`src/rtl/fxu_pkg.sv`:
```
package fxu_pkg;

    typedef enum logic [3:0] {
        OP_ADD    = 4'd0,
        OP_ADDC   = 4'd1,
        OP_ADDE   = 4'd2,
        OP_SUBF   = 4'd3,
        OP_SUBFC  = 4'd4,
        OP_SUBFE  = 4'd5,
        OP_NEG    = 4'd6,
        OP_MULHW  = 4'd7,
        OP_MULHWU = 4'd8,
        OP_MULLW  = 4'd9,
        OP_DIVW   = 4'd10,
        OP_DIVWU  = 4'd11
    } fxu_op_e;

    typedef enum logic [1:0] {
        ST_IDLE   = 2'd0,
        ST_DIVIDE = 2'd1,
        ST_FINISH = 2'd2
    } fxu_state_e;

    typedef struct packed {
        logic so;
        logic ov;
        logic ca;
    } xer_t;

endpackage

```
`src/rtl/fxu_adder.sv`:
```
module fxu_adder #(
    parameter int W = 32
) (
    input  logic [W-1:0] x,
    input  logic [W-1:0] y,
    input  logic         cin,
    output logic [W-1:0] sum,
    output logic         cout,
    output logic         ovf
);
    assign {cout, sum} = {1'b0, x} + {1'b0, y} + {{W{1'b0}}, cin};
    // signed overflow: like-signed terms producing a result of the other sign
    assign ovf = (x[W-1] == y[W-1]) && (sum[W-1] != x[W-1]);
endmodule

```
`src/rtl/fxu_multiplier.sv`:
```
module fxu_multiplier #(
    parameter int W = 32
) (
    input  logic [W-1:0] a,
    input  logic [W-1:0] b,
    output logic [W-1:0] hi_s,
    output logic [W-1:0] hi_u,
    output logic [W-1:0] lo,
    output logic         lo_ovf
);
    logic signed [2*W-1:0] ps;

    assign ps     = $signed({{W{a[W-1]}}, a}) * $signed({{W{b[W-1]}}, b});
    assign hi_s   = ps[2*W-1:W];
    assign lo     = ps[W-1:0];
    // unsigned upper half derived from the signed one, no second multiplier
    assign hi_u   = hi_s + (a[W-1] ? b : '0) + (b[W-1] ? a : '0);
    assign lo_ovf = (ps[2*W-1:W] != {W{ps[W-1]}});
endmodule

```
`src/rtl/fxu_divider.sv`:
```
module fxu_divider #(
    parameter int W = 32
) (
    input  logic         clk,
    input  logic         rst_n,
    input  logic         load,
    input  logic         step,
    input  logic [W-1:0] num,
    input  logic [W-1:0] den,
    output logic [W-1:0] quo_next
);
    logic [W-1:0] rem_q, quo_q, den_q;
    logic [W:0]   shifted, diff;
    logic [W-1:0] rem_next;

    assign shifted = {rem_q, quo_q[W-1]};
    assign diff    = shifted - {1'b0, den_q};

    always_comb begin
        if (!diff[W]) begin
            rem_next = diff[W-1:0];
            quo_next = {quo_q[W-2:0], 1'b1};
        end else begin
            rem_next = shifted[W-1:0];
            quo_next = {quo_q[W-2:0], 1'b0};
        end
    end

    always_ff @(posedge clk) begin
        if (!rst_n) begin
            rem_q <= '0;
            quo_q <= '0;
            den_q <= '0;
        end else if (load) begin
            rem_q <= '0;
            quo_q <= num;
            den_q <= den;
        end else if (step) begin
            rem_q <= rem_next;
            quo_q <= quo_next;
        end
    end
endmodule

```
`src/rtl/fxu_core.sv`:
```
module fxu_core
    import fxu_pkg::*;
#(
    parameter int W = 32
) (
    input  logic         clk,
    input  logic         rst_n,
    input  logic         start,
    input  logic [3:0]   op,
    input  logic [W-1:0] opa,
    input  logic [W-1:0] opb,
    input  logic         oe,
    input  logic         rc,
    input  logic         xer_wr,
    input  logic [2:0]   xer_wdata,
    output logic         busy,
    output logic         done,
    output logic [W-1:0] result,
    output logic [3:0]   xer_flags,
    output logic [3:0]   cr0
);
    localparam int          CW      = $clog2(W);
    localparam logic [W-1:0] MOST_NEG = {1'b1, {(W-1){1'b0}}};

    fxu_state_e state_q, state_d;
    fxu_op_e    op_e;
    logic [CW-1:0] cnt_q;
    logic oe_q, rc_q, neg_q;
    logic [W-1:0] result_q;
    logic [3:0]   cr0_q;
    xer_t         xer_q, xer_d;

    logic [W-1:0] ax, ay, sum;
    logic         acin, acout, aovf;
    logic [W-1:0] hi_s, hi_u, lo;
    logic         lo_ovf;
    logic [W-1:0] ex_res, quo_next, div_num, div_den;
    logic         ex_ovf, ex_ca_we, ov_cap, go_div, div_special, div_signed;
    logic         load, commit_fast, commit_div, commit;
    logic [W-1:0] fin_res;
    logic         fin_ovf, fin_oe, fin_rc, fin_cap, fin_ca_we;

    assign op_e = fxu_op_e'(op);

    always_comb begin
        ax = opa; ay = opb; acin = 1'b0;
        case (op_e)
            OP_ADDE:           acin = xer_q.ca;
            OP_SUBF, OP_SUBFC: begin ax = opb; ay = ~opa; acin = 1'b1;     end
            OP_SUBFE:          begin ax = opb; ay = ~opa; acin = xer_q.ca; end
            OP_NEG:            begin ax = '0;  ay = ~opa; acin = 1'b1;     end
            default: ;
        endcase
    end

    fxu_adder #(.W(W)) u_add (
        .x(ax), .y(ay), .cin(acin), .sum(sum), .cout(acout), .ovf(aovf)
    );

    fxu_multiplier #(.W(W)) u_mul (
        .a(opa), .b(opb), .hi_s(hi_s), .hi_u(hi_u), .lo(lo), .lo_ovf(lo_ovf)
    );

    assign div_signed  = (op_e == OP_DIVW);
    assign div_special = (opb == '0) || (div_signed && opa == MOST_NEG && opb == '1);
    assign div_num     = (div_signed && opa[W-1]) ? -opa : opa;
    assign div_den     = (div_signed && opb[W-1]) ? -opb : opb;

    always_comb begin
        ex_res = sum; ex_ovf = aovf; ex_ca_we = 1'b0; ov_cap = 1'b1; go_div = 1'b0;
        unique case (op_e)
            OP_ADD, OP_SUBF, OP_NEG: ;
            OP_ADDC, OP_ADDE, OP_SUBFC, OP_SUBFE: ex_ca_we = 1'b1;
            OP_MULHW:  begin ex_res = hi_s; ov_cap = 1'b0; end
            OP_MULHWU: begin ex_res = hi_u; ov_cap = 1'b0; end
            OP_MULLW:  begin ex_res = lo;   ex_ovf = lo_ovf; end
            OP_DIVW, OP_DIVWU: begin
                ex_res = {W{opa[W-1]}};
                ex_ovf = div_special;
                go_div = !div_special;
            end
            default: begin ex_res = '0; ex_ovf = 1'b0; ov_cap = 1'b0; end
        endcase
    end

    // next-state logic
    always_comb begin
        state_d = state_q;
        unique case (state_q)
            ST_IDLE:   if (start) state_d = go_div ? ST_DIVIDE : ST_FINISH;
            ST_DIVIDE: if (cnt_q == '0) state_d = ST_FINISH;
            ST_FINISH: state_d = ST_IDLE;
            default:   state_d = ST_IDLE;
        endcase
    end

    assign load        = (state_q == ST_IDLE) && start && go_div;
    assign commit_fast = (state_q == ST_IDLE) && start && !go_div;
    assign commit_div  = (state_q == ST_DIVIDE) && (cnt_q == '0);
    assign commit      = commit_fast || commit_div;

    fxu_divider #(.W(W)) u_div (
        .clk(clk), .rst_n(rst_n), .load(load), .step(state_q == ST_DIVIDE),
        .num(div_num), .den(div_den), .quo_next(quo_next)
    );

    assign fin_res   = commit_div ? (neg_q ? -quo_next : quo_next) : ex_res;
    assign fin_ovf   = commit_div ? 1'b0 : ex_ovf;
    assign fin_oe    = commit_div ? oe_q : oe;
    assign fin_rc    = commit_div ? rc_q : rc;
    assign fin_cap   = commit_div ? 1'b1 : ov_cap;
    assign fin_ca_we = commit_div ? 1'b0 : ex_ca_we;

    always_comb begin
        xer_d.so = xer_q.so | (fin_oe & fin_cap & fin_ovf);
        xer_d.ov = (fin_oe & fin_cap) ? fin_ovf : xer_q.ov;
        xer_d.ca = fin_ca_we ? acout : xer_q.ca;
    end

    // state register
    always_ff @(posedge clk) begin
        if (!rst_n) begin
            state_q <= ST_IDLE;
            cnt_q   <= '0;
            oe_q    <= 1'b0;
            rc_q    <= 1'b0;
            neg_q   <= 1'b0;
        end else begin
            state_q <= state_d;
            if (load) begin
                cnt_q <= CW'(W - 1);
                oe_q  <= oe;
                rc_q  <= rc;
                neg_q <= div_signed && (opa[W-1] ^ opb[W-1]);
            end else if (state_q == ST_DIVIDE) begin
                cnt_q <= cnt_q - 1'b1;
            end
        end
    end

    // architectural outputs
    always_ff @(posedge clk) begin
        if (!rst_n) begin
            result_q <= '0;
            xer_q    <= '0;
            cr0_q    <= '0;
        end else if (commit) begin
            result_q <= fin_res;
            xer_q    <= xer_d;
            if (fin_rc)
                cr0_q <= {fin_res[W-1], !fin_res[W-1] && (fin_res != '0),
                          fin_res == '0, xer_d.so};
        end else if (xer_wr && state_q == ST_IDLE && !start) begin
            xer_q <= xer_t'(xer_wdata);
        end
    end

    assign busy      = (state_q != ST_IDLE);
    assign done      = (state_q == ST_FINISH);
    assign result    = result_q;
    assign xer_flags = {xer_q.so, xer_q.ov, xer_q.ca, 1'b0};
    assign cr0       = cr0_q;
endmodule

```
`config.mk`:
```
export PLATFORM = sky130hd
export DESIGN_NAME = fxu_core
export DESIGN_NICKNAME = d
export VERILOG_FILES = /design/src/rtl/fxu_pkg.sv /design/src/rtl/fxu_adder.sv /design/src/rtl/fxu_multiplier.sv /design/src/rtl/fxu_divider.sv /design/src/rtl/fxu_core.sv
export SDC_FILE = /design/constraint.sdc
export NUM_CORES = 2
export LEC_CHECK = 0
export ABC_CLOCK_PERIOD_IN_PS = 15500
export BUFFER_PORTS_ARGS = -buffer_cell sky130_fd_sc_hd__buf_2
export CAP_MARGIN = 25
export CORE_MARGIN = 2
export CORE_UTILIZATION = 60
export DETAILED_ROUTE_END_ITERATION = 12
export PLACE_DENSITY_LB_ADDON = 0.25
export SLEW_MARGIN = 20
export SYNTH_ARGS = -nofsm -noshare
export SYNTH_HDL_FRONTEND = slang
export SYNTH_HIERARCHICAL = 1
export SYNTH_SLANG_ARGS = --single-unit
```
`constraint.sdc`:
```
create_clock -name clk -period 15.5 [get_ports clk]
set_clock_uncertainty 0.2 [all_clocks]
set_input_delay 2.325 -clock clk [delete_from_list [all_inputs] [get_ports clk]]
set_output_delay 2.325 -clock clk [all_outputs]
set_load 0.005 [all_outputs]
```
==> metrics.cfg <==
[outcome]
outcome=finished clean

[layout]
final_core_util=0.626
layout.nets=7349
fin_area_sq_um=54400
fillers=7377
drive_above_1_share=0.0505
multi_input_area_sq_um=44200
area_delta_synth_final_pct=3.26
ff_latch_area_sq_um=2900

[synthesis]
yosysTopAreaCellShare=0.424
synth_edf_count=0
yosysWarnings=6
ys_seq_area_frac=0.0551
synth_ff_type=dfxtp_1
synth.distinct_cells=119
synth_nets=7518
synth.most_common_cell=fa_1
syn_area_sq_um=52700
synth.area.top_cells=fa_1, inv_1, ha_1
async_flop_share=0
syn_area_per_cell_sq_um=8.72
synth-seq-cells=145
syn_inst=6042
synth_commonest_cells=fa_1, inv_1, nand2_1
yosys.area.top_type=fa_1

[route]
viasPerCell=6.02
first_iter_violations=3579
route.detailed.drc=0
routed-via-count=42407
postRouteAntennaNets=0
wl_per_cell_microns=22.3
dr.pass1.iters=6
wl_microns=157000

[cts]
cts_tree=done
cts_num_sinks=145
cts_buffers=17
ctsHoldBuffers=0
clk_pin_slew_ns=0.07
root_buffer=clkbuf_16
post_cts_buffers=0
h-tree-depth=4
cts.path.max_buffers=2
clk_latency_ns=0.44
ctsResizeCount=0

[timing]
totalNegativeSetupSlack_ns=0
post-route-period-util=0.942
rsz0062_at_grt=no
maxSlewViolCount=0
setup_viol=0
tightestPinTransition_ns=1.07
period_needed_ns=14.60
slew_headroom=0.284
finalHoldViolCount=0
timing.fmax_mhz=68.5

[floorplan]
die-height_microns=300
core_sq_um=86900
rows=108
die_w_microns=300
die_area_sq_um=90200
num_io_pins=119
initial_core_util=0.607

[critical_path]
worst_ep_arrival_time_ns=14.71
cpMostUsedCell=fa_1
cp.required_ns=15.61
path_class=input port to register
cp-end-kind=register
cp-start-kind=input port
critPathSlowestCell=buf_2
max_stage_delay_ns=0.79
path_max_fanout=39
rrSetupSlack_ns=9.74

[placed_design]
dpl.hpwl_microns=123000
port-buffer-count=117
place_area_sq_um=53800
gp_congestion=1.01

[flow_run]
maxCapViolCount=0

[global_route]
grt_first_pass_wirelength_microns=251000
grtUsageMet2=0.586
grt_antenna_before_repair=15
use_met1=0.468
grt.busiest_layer=met2
overflow=0
grt_max_degree=93
first_global_vias=44977
grtUsageMet3=0.0584
grtUsageTotal=0.358

[hold_path]
hold_path_class=register to register

## final timing paths
path / depth (start not counted) / endpoint / start
worst max-delay path: 44 / cr0[2]$_SDFFE_PN0P_ / opa[6]
worst max register to register: 19 / cr0[2]$_SDFFE_PN0P_ / u_div/quo_q[31]$_SDFFE_PN0P_
worst min register to register: 2 / result[3]$_SDFFE_PN0N_ / result[3]$_SDFFE_PN0N_
worst min-delay path: 2 / result[3]$_SDFFE_PN0N_ / result[3]$_SDFFE_PN0N_
## placed cells by master, fill, tap and decap left out, types with 13 or more instances in the layout
| cell type | instances |
|---|---|
| a211oi_1 | 37 |
| a21o_1 | 59 |
| a21oi_1 | 228 |
| a222oi_1 | 17 |
| a22o_1 | 30 |
| a22oi_1 | 21 |
| a31oi_1 | 24 |
| and2_1 | 515 |
| and3_1 | 24 |
| buf_2 | 117 |
| buf_4 | 73 |
| clkbuf_16 | 17 |
| dfxtp_1 | 145 |
| fa_1 | 1117 |
| ha_1 | 282 |
| inv_1 | 1060 |
| mux2i_1 | 97 |
| nand2_1 | 752 |
| nand2b_1 | 33 |
| nand3_1 | 57 |
| nand4_1 | 51 |
| nor2_1 | 178 |
| nor2b_1 | 54 |
| nor3_1 | 56 |
| nor4_1 | 13 |
| o211a_1 | 32 |
| o211ai_1 | 20 |
| o21a_1 | 26 |
| o21ai_0 | 171 |
| o21ai_1 | 18 |
| o21bai_1 | 34 |
| o31ai_1 | 20 |
| o41ai_1 | 17 |
| or3_1 | 14 |
| or4_1 | 18 |
| xnor2_1 | 162 |
| xor2_1 | 79 |
## metrics by stage
| step | hold WS [ns] | std cells | setup WS [ns] |
|---|---|---|---|
| finish | 0.255 | 7050 | 0.901 |
| global route | 0.276 | 7047 | 0.136 |
| CTS | 0.257 | 7040 | 1.13 |
| detailed placement | 0.246 | 7008 | 0.726 |
| global placement | 0.239 | 7005 | 0.886 |
| floorplan | 0.248 | 6042 | 2.45 |
## cell families (layout without fill, tap and decap cells)
family | Yosys count | in the layout | share of synthesized area
buffers and inverters | 1447 | 1291 | 0.106
other | 1 | 10 | 0.0000711
multiplexers | 102 | 102 | 0.0196
adder cells (fa/ha/maj) | 1399 | 1399 | 0.491
flip-flops | 145 | 145 | 0.0551
AND/OR/NAND/NOR | 1840 | 1840 | 0.176
AO/OA/AOI/OAI | 865 | 865 | 0.111
XOR/XNOR | 243 | 243 | 0.0405
## registers in the layout (all words and copies together) (netlist names)
signal	cells
result	32
neg_q	1
rc_q	1
cnt_q	5
cr0	4
xer_flags	3
state_q	2
u_div/den_q	32
u_div/quo_q	32
u_div/rem_q	32
oe_q	1
## worst max-delay path, delay by kind of cell
| family | cells | cell delay (ns) |
|---|---|---|
| xor+xnor | 2 | 0.54 |
| simple gates | 7 | 1.79 |
| fa+ha+maj | 11 | 5.00 |
| compound gates | 19 | 3.99 |
| buf+inv | 5 | 1.01 |
## cell type report
class                           instances  share of cell area
Sequential cell                       145              0.0533
Timing Repair Buffer                  194              0.0220
Clock buffer                           17             0.00782
Inverter                             1065              0.0735
Multi-Input combinational cell       4450               0.813
Antenna cell                            9            0.000414
Tap cell                             1155              0.0265
Clock inverter                         15             0.00354
## per-layer routing
layer,share of wire,vias to the layer above
li1,-,18542
met1,0.39,21621
met2,0.47,1833
met3,0.080,405
met4,0.055,6
met5,0.00028,-
Power is left out: the tool's default activity adds up to more than one toggle a clock period on the data nets, which glitch-free logic cannot reach.
